$ cat src/rtl/ebw_pkg.sv
package ebw_pkg;
    typedef enum logic [1:0] {
        SEL_EXT = 2'b00,
        SEL_INT = 2'b01,
        SEL_AND = 2'b10,
        SEL_OR  = 2'b11
    } wsel_e;

    typedef enum logic [1:0] {
        ST_IDLE  = 2'b00,
        ST_READ  = 2'b01,
        ST_WRITE = 2'b10
    } bus_st_e;
endpackage

$ cat src/rtl/ebw_ctl_reg.sv
module ebw_ctl_reg
    import ebw_pkg::*;
#(
    parameter int WCW = 3
) (
    input  logic           clk,
    input  logic           rst_n,
    input  logic           we,
    input  wsel_e          sel_in,
    input  logic [WCW-1:0] wait_in,
    output wsel_e          sel_o,
    output logic [WCW-1:0] wait_o
);
    always_ff @(posedge clk or negedge rst_n) begin
        if (!rst_n) begin
            sel_o  <= SEL_OR;
            wait_o <= '1;
        end else if (we) begin
            sel_o  <= sel_in;
            wait_o <= wait_in;
        end
    end
endmodule

$ cat src/rtl/ebw_wait_timer.sv
module ebw_wait_timer
    import ebw_pkg::*;
#(
    parameter int WCW = 3
) (
    input  logic           clk,
    input  logic           rst_n,
    input  logic           start,
    input  logic [WCW-1:0] load_val,
    input  wsel_e          sel_load,
    input  logic           active,
    input  logic           ready_in,
    output logic           done_o,
    output logic           first_o,
    output logic [1:0]     sel_q_o
);
    logic [WCW-1:0] cnt_q;
    logic           first_q;
    wsel_e          sel_q;
    logic           expired;
    logic           rdy_ok;
    logic           comb_ok;

    assign expired = (cnt_q == '0);
    assign rdy_ok  = ready_in && !first_q;

    always_comb begin
        unique case (sel_q)
            SEL_EXT: comb_ok = rdy_ok;
            SEL_INT: comb_ok = expired;
            SEL_AND: comb_ok = expired && rdy_ok;
            SEL_OR:  comb_ok = expired || rdy_ok;
            default: comb_ok = 1'b0;
        endcase
    end

    assign done_o  = active && comb_ok;
    assign first_o = first_q;
    assign sel_q_o = sel_q;

    always_ff @(posedge clk or negedge rst_n) begin
        if (!rst_n) begin
            cnt_q   <= '0;
            first_q <= 1'b0;
            sel_q   <= SEL_OR;
        end else if (start) begin
            cnt_q   <= load_val;
            first_q <= 1'b1;
            sel_q   <= sel_load;
        end else if (active && !comb_ok) begin
            if (!expired) begin
                cnt_q <= cnt_q - 1'b1;
            end
            first_q <= 1'b0;
        end
    end
endmodule

$ cat src/rtl/ebw_seq.sv
module ebw_seq
    import ebw_pkg::*;
(
    input  logic clk,
    input  logic rst_n,
    input  logic core_req,
    input  logic core_we,
    input  logic acc_done,
    output logic start,
    output logic start_wr,
    output logic core_stall,
    output logic bus_strobe,
    output logic bus_rw,
    output logic capture
);
    bus_st_e state_q;
    bus_st_e state_d;

    always_ff @(posedge clk or negedge rst_n) begin
        if (!rst_n) begin
            state_q <= ST_IDLE;
        end else begin
            state_q <= state_d;
        end
    end

    always_comb begin
        state_d = state_q;
        unique case (state_q)
            ST_IDLE: begin
                if (core_req) begin
                    state_d = core_we ? ST_WRITE : ST_READ;
                end
            end
            ST_READ, ST_WRITE: begin
                if (acc_done) begin
                    state_d = ST_IDLE;
                end
            end
            default: state_d = ST_IDLE;
        endcase
    end

    always_comb begin
        start      = 1'b0;
        start_wr   = 1'b0;
        core_stall = 1'b0;
        bus_strobe = 1'b0;
        bus_rw     = 1'b0;
        capture    = 1'b0;
        unique case (state_q)
            ST_IDLE: begin
                start    = core_req;
                start_wr = core_req && core_we;
            end
            ST_READ: begin
                core_stall = 1'b1;
                bus_strobe = 1'b1;
                bus_rw     = 1'b1;
                capture    = acc_done;
            end
            ST_WRITE: begin
                core_stall = core_req;
                bus_strobe = 1'b1;
            end
            default: ;
        endcase
    end
endmodule

$ cat src/rtl/ext_bus_wait_ctrl.sv
module ext_bus_wait_ctrl
    import ebw_pkg::*;
#(
    parameter int AW  = 16,
    parameter int DW  = 16,
    parameter int WCW = 3
) (
    input  logic           clk,
    input  logic           rst_n,
    input  logic           core_req,
    input  logic           core_we,
    input  logic [AW-1:0]  core_addr,
    input  logic [DW-1:0]  core_wdata,
    output logic           core_stall,
    output logic [DW-1:0]  core_rdata,
    output logic           core_rdone,
    input  logic           ctl_we,
    input  logic [1:0]     ctl_sel,
    input  logic [WCW-1:0] ctl_wait,
    output logic           bus_strobe,
    output logic           bus_rw,
    output logic [AW-1:0]  bus_addr,
    output logic [DW-1:0]  bus_wdata,
    input  logic [DW-1:0]  bus_rdata,
    input  logic           bus_ready
);
    wsel_e          cfg_sel;
    logic [WCW-1:0] cfg_wait;
    logic           start;
    logic           start_wr;
    logic           capture;
    logic           acc_done;
    logic           tmr_first;
    logic [1:0]     sel_q;
    logic [AW-1:0]  addr_q;
    logic [DW-1:0]  wdata_q;
    logic [DW-1:0]  rdata_q;
    logic           rdone_q;

    ebw_ctl_reg #(.WCW(WCW)) u_ctl (
        .clk     (clk),
        .rst_n   (rst_n),
        .we      (ctl_we),
        .sel_in  (wsel_e'(ctl_sel)),
        .wait_in (ctl_wait),
        .sel_o   (cfg_sel),
        .wait_o  (cfg_wait)
    );

    ebw_seq u_seq (
        .clk        (clk),
        .rst_n      (rst_n),
        .core_req   (core_req),
        .core_we    (core_we),
        .acc_done   (acc_done),
        .start      (start),
        .start_wr   (start_wr),
        .core_stall (core_stall),
        .bus_strobe (bus_strobe),
        .bus_rw     (bus_rw),
        .capture    (capture)
    );

    ebw_wait_timer #(.WCW(WCW)) u_tmr (
        .clk      (clk),
        .rst_n    (rst_n),
        .start    (start),
        .load_val (cfg_wait),
        .sel_load (cfg_sel),
        .active   (bus_strobe),
        .ready_in (bus_ready),
        .done_o   (acc_done),
        .first_o  (tmr_first),
        .sel_q_o  (sel_q)
    );

    always_ff @(posedge clk or negedge rst_n) begin
        if (!rst_n) begin
            addr_q  <= '0;
            wdata_q <= '0;
            rdata_q <= '0;
            rdone_q <= 1'b0;
        end else begin
            if (start) begin
                addr_q <= core_addr;
            end
            if (start_wr) begin
                wdata_q <= core_wdata;
            end
            if (capture) begin
                rdata_q <= bus_rdata;
            end
            rdone_q <= capture;
        end
    end

    assign bus_addr   = addr_q;
    assign bus_wdata  = wdata_q;
    assign core_rdata = rdata_q;
    assign core_rdone = rdone_q;
endmodule

$ cat config.mk
export PLATFORM = sky130hd
export DESIGN_NAME = ext_bus_wait_ctrl
export DESIGN_NICKNAME = d
export VERILOG_FILES = /design/src/rtl/ebw_pkg.sv /design/src/rtl/ebw_ctl_reg.sv /design/src/rtl/ebw_wait_timer.sv /design/src/rtl/ebw_seq.sv /design/src/rtl/ext_bus_wait_ctrl.sv
export SDC_FILE = /design/constraint.sdc
export NUM_CORES = 1
export LEC_CHECK = 0
export ABC_AREA = 1
export ABC_CLOCK_PERIOD_IN_PS = 3500
export BUFFER_PORTS_ARGS = -buffer_cell sky130_fd_sc_hd__buf_2
export CAP_MARGIN = 30
export CORE_ASPECT_RATIO = 1.1
export CORE_MARGIN = 3
export CORE_UTILIZATION = 53
export CTS_BUF_LIST = sky130_fd_sc_hd__clkbuf_8
export CTS_CLUSTER_DIAMETER = 80
export DETAILED_ROUTE_END_ITERATION = 7
export PLACE_DENSITY_LB_ADDON = 0.3
export SYNTH_ARGS = -nofsm -noshare
export SYNTH_HDL_FRONTEND = slang
export SYNTH_SLANG_ARGS = --single-unit
export TNS_END_PERCENT = 5
$ cat constraint.sdc
create_clock -name clk -period 3.5 [get_ports clk]
set_clock_uncertainty 0.2 [all_clocks]
set_input_delay 0.175 -clock clk [delete_from_list [all_inputs] [get_ports clk]]
set_output_delay 0.175 -clock clk [all_outputs]
set_load 0.03 [all_outputs]
# Word-level counts from Yosys, hierarchy flattened
# Index checks and enable logic that the tools add are counted.
[word_totals] word_cells=50 output_inout_bits=52 register_bits=62 input_bits=59
[classes] n_mux=16 eq_ne=8 reduce_logical=15 addsub=1
[ops] cell="$mux W3" count=3
[ops] cell="$mux W1" count=7
[ops] cell="$eq A2 B2 Y1 const B" count=3
[ops] cell="$mux W2" count=3
[ops] cell="$logic_and A1 B1 Y1" count=5
[ops] cell="$eq A2 B1 Y1 const B" count=2
[ops] cell="$logic_not A2 Y1" count=2
[ops] cell="$ne A2 B2 Y1 const B" count=2
[ops] cell="$pmux W1 S4" count=1
[ops] cell="$pmux W2 S2" count=1
[ops] cell="$reduce_and A2 Y1" count=2
[ops] cell="$logic_not A3 Y1" count=1
[ops] cell="$sub A3 B1 Y3 const B" count=1
[ops] cell="$logic_not A1 Y1" count=2
[ops] cell="$ne A2 B1 Y1 const B" count=1
[ops] cell="$pmux W1 S2" count=1
[ops] cell="$reduce_bool A2 Y1" count=1
[ops] cell="$reduce_or A2 Y1" count=1
[ops] cell="$logic_or A1 B1 Y1" count=1

# Longest topological paths before layout
[depth] word_depth=8 mapped_depth=11 mapped_depth_nobuf=10

# By module
# From an unflattened synthesis, not the netlist that was laid out.
[unflattened] cells_unflattened=307 hier_area_um2=2710.1
[by_module_without_submodules] mod="ext_bus_wait_ctrl" instances=1 cells_each=205 area_per_inst_um2=1920.6 seq_area_each_um2=1226.2
[by_module_without_submodules] mod="ebw_wait_timer" instances=1 cells_each=54 area_per_inst_um2=415.4 seq_area_each_um2=152.6
[by_module_without_submodules] mod="ebw_ctl_reg" instances=1 cells_each=21 area_per_inst_um2=191.4 seq_area_each_um2=131.4
[by_module_without_submodules] mod="ebw_seq" instances=1 cells_each=27 area_per_inst_um2=182.7 seq_area_each_um2=50.0

# Least setup slack after synthesis
# OpenSTA, ideal clock, no wires.
[synth_path] path_kind="register -> register" start="reg u_seq.state_q[0]" end="reg rdata_q[0], in the netlist core_rdata[0]" path_buffers=1 required_ps=3183 stages_incl_launch_ff=7 arrival_ps=1400 setup_slack_ps=1783 synth_period_minus_slack_ps=1717 setup_time_ps=117 path_cell_list="dfrtp_1 > inv_1 > ha_1 > nand3_4 > buf_4 > nand2_1 > nand2_1"
[synth_between] elab_chain_cells=5 word_cells_on_any_way=6 cone_classes="eq/ne (2); mux (2); reduce/logical (2)"
[synth_rtl] item="from (decl)" line="ebw_seq.sv:16" text="bus_st_e state_q;"
[synth_rtl] item="from (signal assigned)" line="ebw_seq.sv:23" text="state_q <= state_d;"
[synth_rtl] item="$eq A2 B1 Y1 or $eq A2 B2 Y1 (tied branches)" line="ebw_seq.sv:51" text="unique case (state_q)"
[synth_rtl] item="$reduce_or A2 Y1 (no line) (*)"
[synth_rtl] item="$mux W1 (*)" line="ebw_seq.sv:51"
[synth_rtl] item="via bus_strobe" line="ext_bus_wait_ctrl.sv:20" text="output logic bus_strobe,"
[synth_rtl] item="$logic_and A1 B1 Y1 (*)" line="ebw_wait_timer.sv:37" text="assign done_o = active && comb_ok;"
[synth_rtl] item="$mux W1 (*)" line="ebw_seq.sv:51"
[synth_rtl] item="to (signal assigned)" line="ext_bus_wait_ctrl.sv:91" text="rdata_q <= bus_rdata;"
[synth_rtl] item="to (decl)" line="ext_bus_wait_ctrl.sv:37" text="logic [DW-1:0] rdata_q;"
# Mark *: on every way through the listed nets, which the timed path passes. The rest lies on a longest branch.
# A chain may end at the register's enable or synchronous reset.

# Final worst setup path
[layout_path] start="reg u_seq.state_q[0]" end="reg u_tmr.cnt_q[1]"
[layout_between] elab_chain_cells=6 word_cells_on_any_way=11 cone_classes="eq/ne (3); mux (3); reduce/logical (5)"
[layout_rtl] item="$eq A2 B1 Y1 or $eq A2 B2 Y1 (tied branches)" line="ebw_seq.sv:51"
[layout_rtl] item="$reduce_or A2 Y1 (no line)"
[layout_rtl] item="$mux W1" line="ebw_seq.sv:51"
[layout_rtl] item="$logic_and A1 B1 Y1" line="ebw_wait_timer.sv:50" text="end else if (active && !comb_ok) begin"
[layout_rtl] item="$reduce_bool A2 Y1 (no line)"
[layout_rtl] item="$reduce_and A2 Y1 (no line)"
[layout_rtl] item="to (signal assigned)" line="ebw_wait_timer.sv:47" text="cnt_q <= load_val;"
[layout_rtl] item="to (signal assigned)" line="ebw_wait_timer.sv:52" text="cnt_q <= cnt_q - 1'b1;"
[layout_rtl] item="to (decl)" line="ebw_wait_timer.sv:17" text="logic [WCW-1:0] cnt_q;"
# Parallel ways exist; a longest one is shown, timed or not.

==> impl_metrics.prom <==
# TYPE chip_impl_metric gauge
chip_impl_info{name="critPathKind",value="flip-flop to flip-flop"} 1
chip_impl_metric{name="finalSetupViolCount",unit=""} 0
chip_impl_metric{name="antennaDiodeCount",unit=""} 0
chip_impl_metric{name="power_density",unit="mW/mm2"} 872
chip_impl_metric{name="final-hold-violation-count",unit=""} 0
chip_impl_metric{name="intPower",unit="mW"} 1.80
chip_impl_metric{name="path_max_fanout",unit=""} 32
chip_impl_metric{name="die_width",unit="um"} 72.5
chip_impl_metric{name="fp.coreArea",unit="mm2"} 0.00468
chip_impl_metric{name="cts-buffers-inserted",unit=""} 9
chip_impl_metric{name="power.share.clock",unit="%"} 15.5
chip_impl_metric{name="grt_start_max_net_pins",unit=""} 39
chip_impl_metric{name="layout_worst_path_cycle_share",unit="%"} 73.4
chip_impl_metric{name="final_nets",unit=""} 538
chip_impl_metric{name="async_set_or_reset_flop_fraction_in_the_synthesized_netlist",unit="%"} 100
chip_impl_metric{name="synth.yosys.warnings",unit=""} 0
chip_impl_metric{name="cpPeakStageDelay",unit="ns"} 0.64
chip_impl_metric{name="first_iter_violations",unit=""} 155
chip_impl_metric{name="initial_core_util",unit="%"} 55.1
chip_impl_metric{name="num_io_pins",unit=""} 111
chip_impl_info{name="timing.critical_path.cells",value="inv_1, ha_1, nand2_2, clkinv_1, o21ai_0, nand3_1, nand2_1"} 1
chip_impl_metric{name="proportion_of_synthesized_chip_area_in_sequential_cells",unit="%"} 60.4
chip_impl_metric{name="layout_cell_share_with_drive_strength_beyond_1",unit="%"} 30.9
chip_impl_metric{name="number_of_rows_created_at_floorplan",unit=""} 26
chip_impl_metric{name="clk_path_buf_depth",unit=""} 2
chip_impl_metric{name="synthToLayoutAreaGrowth",unit="%"} 53.8
chip_impl_metric{name="fin_crit",unit="ns"} 2.57
chip_impl_metric{name="fp.dieH",unit="um"} 79.2
chip_impl_metric{name="fillers",unit=""} 241
chip_impl_metric{name="hold_ws",unit="ns"} 0.0417
chip_impl_metric{name="dp.final_hpwl",unit="um"} 4150
chip_impl_metric{name="h-tree-depth",unit=""} 3
chip_impl_metric{name="fin_tns_setup",unit="ns"} 0
chip_impl_metric{name="finish.utilization",unit="%"} 84.7
chip_impl_metric{name="antenna_nets_post_route",unit=""} 0
chip_impl_metric{name="grt_pass1_wl",unit="um"} 12800
chip_impl_metric{name="dr.pass1.iters",unit=""} 6
chip_impl_info{name="hold_path_class",value="input port to flip-flop"} 1
chip_impl_metric{name="postRouteWirelength",unit="um"} 7900
chip_impl_metric{name="groute.usage.overall",unit="%"} 29.6
chip_impl_metric{name="swShare",unit="%"} 48.0
chip_impl_metric{name="design.die.area",unit="mm2"} 0.00574
chip_impl_metric{name="post_drt_wl_per_cell",unit="um"} 14.8
chip_impl_info{name="cts_tree",value="built"} 1
chip_impl_metric{name="place.port_buffers",unit=""} 110
chip_impl_metric{name="post_synth_inst_count",unit=""} 296
chip_impl_info{name="critPathTopFamily",value="buffers and inverters"} 1
chip_impl_metric{name="slew-limit-headroom",unit="%"} 44.9
chip_impl_metric{name="critPathRequiredTime",unit="ns"} 3.57
chip_impl_metric{name="vias_per_cell",unit=""} 4.98
chip_impl_metric{name="gpl.final_weighted_congestion",unit=""} 0.813
chip_impl_info{name="cts-root-buf",value="sky130_fd_sc_hd__clkbuf_8"} 1
chip_impl_info{name="grt_setup_unrepaired",value="false"} 1
chip_impl_metric{name="worst_skew_pair.late_latency",unit="ns"} 0.33
chip_impl_info{name="ys.flop_type",value="sky130_fd_sc_hd__dfrtp_1"} 1
chip_impl_metric{name="dpl_cell_area",unit="mm2"} 0.00316
chip_impl_metric{name="fmaxAchievable",unit="MHz"} 389
chip_impl_info{name="start_kind",value="flip-flop"} 1
chip_impl_metric{name="crit_buf_inv",unit=""} 2
chip_impl_metric{name="synth_enable_flop_cells",unit=""} 0
chip_impl_info{name="result_of_the_run",value="completed"} 1
chip_impl_metric{name="clk_pin_slew_worst_paths",unit="ns"} 0.07
chip_impl_metric{name="finalInstanceArea",unit="mm2"} 0.00397
chip_impl_metric{name="cts.repair_timing.setup_buffer_count",unit=""} 0
chip_impl_metric{name="antenna_found_initial",unit=""} 0
chip_impl_metric{name="clock-sinks",unit=""} 62
chip_impl_metric{name="power_frac_comb",unit="%"} 49.6
chip_impl_metric{name="via_count",unit=""} 2662
chip_impl_metric{name="synth.cell_area",unit="mm2"} 0.00258
chip_impl_metric{name="register_bit_total_from_synthesis",unit=""} 62
chip_impl_metric{name="sequentialPowerShare",unit="%"} 34.9
chip_impl_info{name="type_of_element_capturing_the_critical_path",value="flip-flop"} 1
chip_impl_info{name="worst_path_max_delay_cell",value="sky130_fd_sc_hd__clkinv_1"} 1
chip_impl_metric{name="remaining_drc_errors",unit=""} 0
chip_impl_metric{name="syn_area_per_cell",unit="um2"} 8.72
chip_impl_metric{name="vias_in_the_first_global_route",unit=""} 2748
chip_impl_metric{name="cap_violations",unit=""} 0
chip_impl_metric{name="total_switching_power",unit="mW"} 1.66
chip_impl_metric{name="synthesis.nets",unit=""} 360
chip_impl_metric{name="power.leakage",unit="nW"} 2.26
chip_impl_metric{name="crit_arrival",unit="ns"} 2.64
chip_impl_metric{name="worst_ir_drop_vdd",unit="mV"} 0.613
chip_impl_metric{name="slew_worst_pin",unit="ns"} 0.826
chip_impl_metric{name="slew_violations",unit=""} 0
chip_impl_metric{name="yosys.cell_types.count",unit=""} 20
chip_impl_metric{name="globalRoute.totalOverflow",unit=""} 0
==> repair_timing <==
action | 4_1_cts | 5_1_grt
hold buffers | 64 | 0
endpoints found under the hold margin | 83 | 0
endpoints found under the setup margin | 0 | 0
gates resized for setup | 0 | 0
==> flip-flops by register name, indices dropped and copies added, names as in the netlist <==
signal,cells
bus_addr,16
bus_wdata,16
core_rdata,16
u_ctl.wait_o,3
u_tmr.cnt_q,3
u_ctl.sel_o,2
u_seq.state_q,2
u_tmr.sel_q_o,2
core_rdone,1
u_tmr.first_o,1
==> Yosys cell counts (2+ instances only) <==
library cell,n,share of area (%)
sky130_fd_sc_hd__nand2_1,169,25
sky130_fd_sc_hd__nand3_1,10,1.9
sky130_fd_sc_hd__nand2_2,6,1.5
sky130_fd_sc_hd__inv_1,13,1.9
sky130_fd_sc_hd__dfrtp_1,55,53
sky130_fd_sc_hd__dfstp_2,7,7.1
sky130_fd_sc_hd__inv_2,4,0.58
sky130_fd_sc_hd__ha_1,5,2.4
sky130_fd_sc_hd__buf_2,5,0.97
sky130_fd_sc_hd__o21ai_0,11,2.1
sky130_fd_sc_hd__clkbuf_1,2,0.29
==> worst paths after layout <==
check	cells past startpoint	end	slack, ns	startpoint
worst min-delay path	4	u_seq.state_q[0]	0.04	core_req
max in group asynchronous	3	bus_addr[10]	2.10	rst_n
worst max-delay path	7	u_tmr.cnt_q[1]	0.93	u_seq.state_q[0]
worst min register to register	2	bus_wdata[12]	0.27	bus_wdata[12]
worst max register to register	7	u_tmr.cnt_q[1]	0.93	u_seq.state_q[0]
min in group asynchronous	2	core_rdata[12]	0.28	rst_n
==> layout make-up <==
cell class	instances	area (um2)	share of cell area, %
Clock buffer	10	138	3.47
Multi-Input combinational cell	206	892	22.5
Sequential cell	62	1560	39.3
Inverter	19	73.8	1.86
Clock inverter	6	30.0	0.756
Tap cell	56	70.1	1.76
Timing Repair Buffer	176	1210	30.4
==> layout by cell type, fill, tap and decap left out, types with 4 or more instances in the layout <==
master	n
sky130_fd_sc_hd__clkbuf_8	10
sky130_fd_sc_hd__inv_1	15
sky130_fd_sc_hd__nand3_1	10
sky130_fd_sc_hd__o21ai_0	11
sky130_fd_sc_hd__inv_2	4
sky130_fd_sc_hd__dfrtp_1	55
sky130_fd_sc_hd__ha_1	5
sky130_fd_sc_hd__nand2_1	169
sky130_fd_sc_hd__dfstp_2	7
sky130_fd_sc_hd__buf_2	110
sky130_fd_sc_hd__nand2_2	6
sky130_fd_sc_hd__dlygate4sd3_1	64
==> tightest hold or removal path, cell delays in order <==
cell                      delay (ns)
sky130_fd_sc_hd__buf_2          0.11
sky130_fd_sc_hd__o21ai_0        0.13
sky130_fd_sc_hd__nand2_1        0.08
sky130_fd_sc_hd__nand2_1        0.04
==> power by group through the flow <==
| stage | logic (mW) | registers (mW) | clock network, mW |
|---|---|---|---|
| floorplan | 0.652 | 1.69 | 0 |
| global placement | 1.56 | 1.19 | 0 |
| detailed placement | 1.61 | 1.19 | 0 |
| CTS | 1.67 | 1.19 | 0.538 |
| global route | 1.88 | 1.24 | 0.573 |
| finish | 1.72 | 1.21 | 0.535 |
==> stage by stage <==
step / std cells / worst slack (ns) / power (mW)
after floorplan: 296 / 1.78 / 2.34
after CTS: 535 / 0.980 / 3.40
after global placement: 455 / 1.16 / 2.75
after detailed placement: 455 / 1.00 / 2.81
after global routing: 535 / 0.664 / 3.69
final: 535 / 0.930 / 3.46
==> routing by layer <==
| layer | up-vias | wire, um | global-route usage [%] |
|---|---|---|---|
| met4 | 0 | 289 | 16.1 |
| met3 | 32 | 450 | 6.33 |
| met2 | 125 | 4160 | 50.1 |
| li1 | 1253 | - | - |
| met1 | 1252 | 3000 | 34.7 |
| met5 | - | 0 | 0 |
==> kinds of logic (layout without fill, tap and decap cells) <==
kind of cell / count (synthesis) / after routing / share of synthesized area, %
AOI/OAI and AO/OA: 11 / 11 / 2.13
muxes: 1 / 1 / 0.436
buffers and inverters: 28 / 211 / 4.99
and+or+nand+nor: 189 / 189 / 29.6
DFF: 62 / 62 / 60.4
adders and majority gates: 5 / 5 / 2.42
No activity file was read; power rests on OpenSTA's default activity.
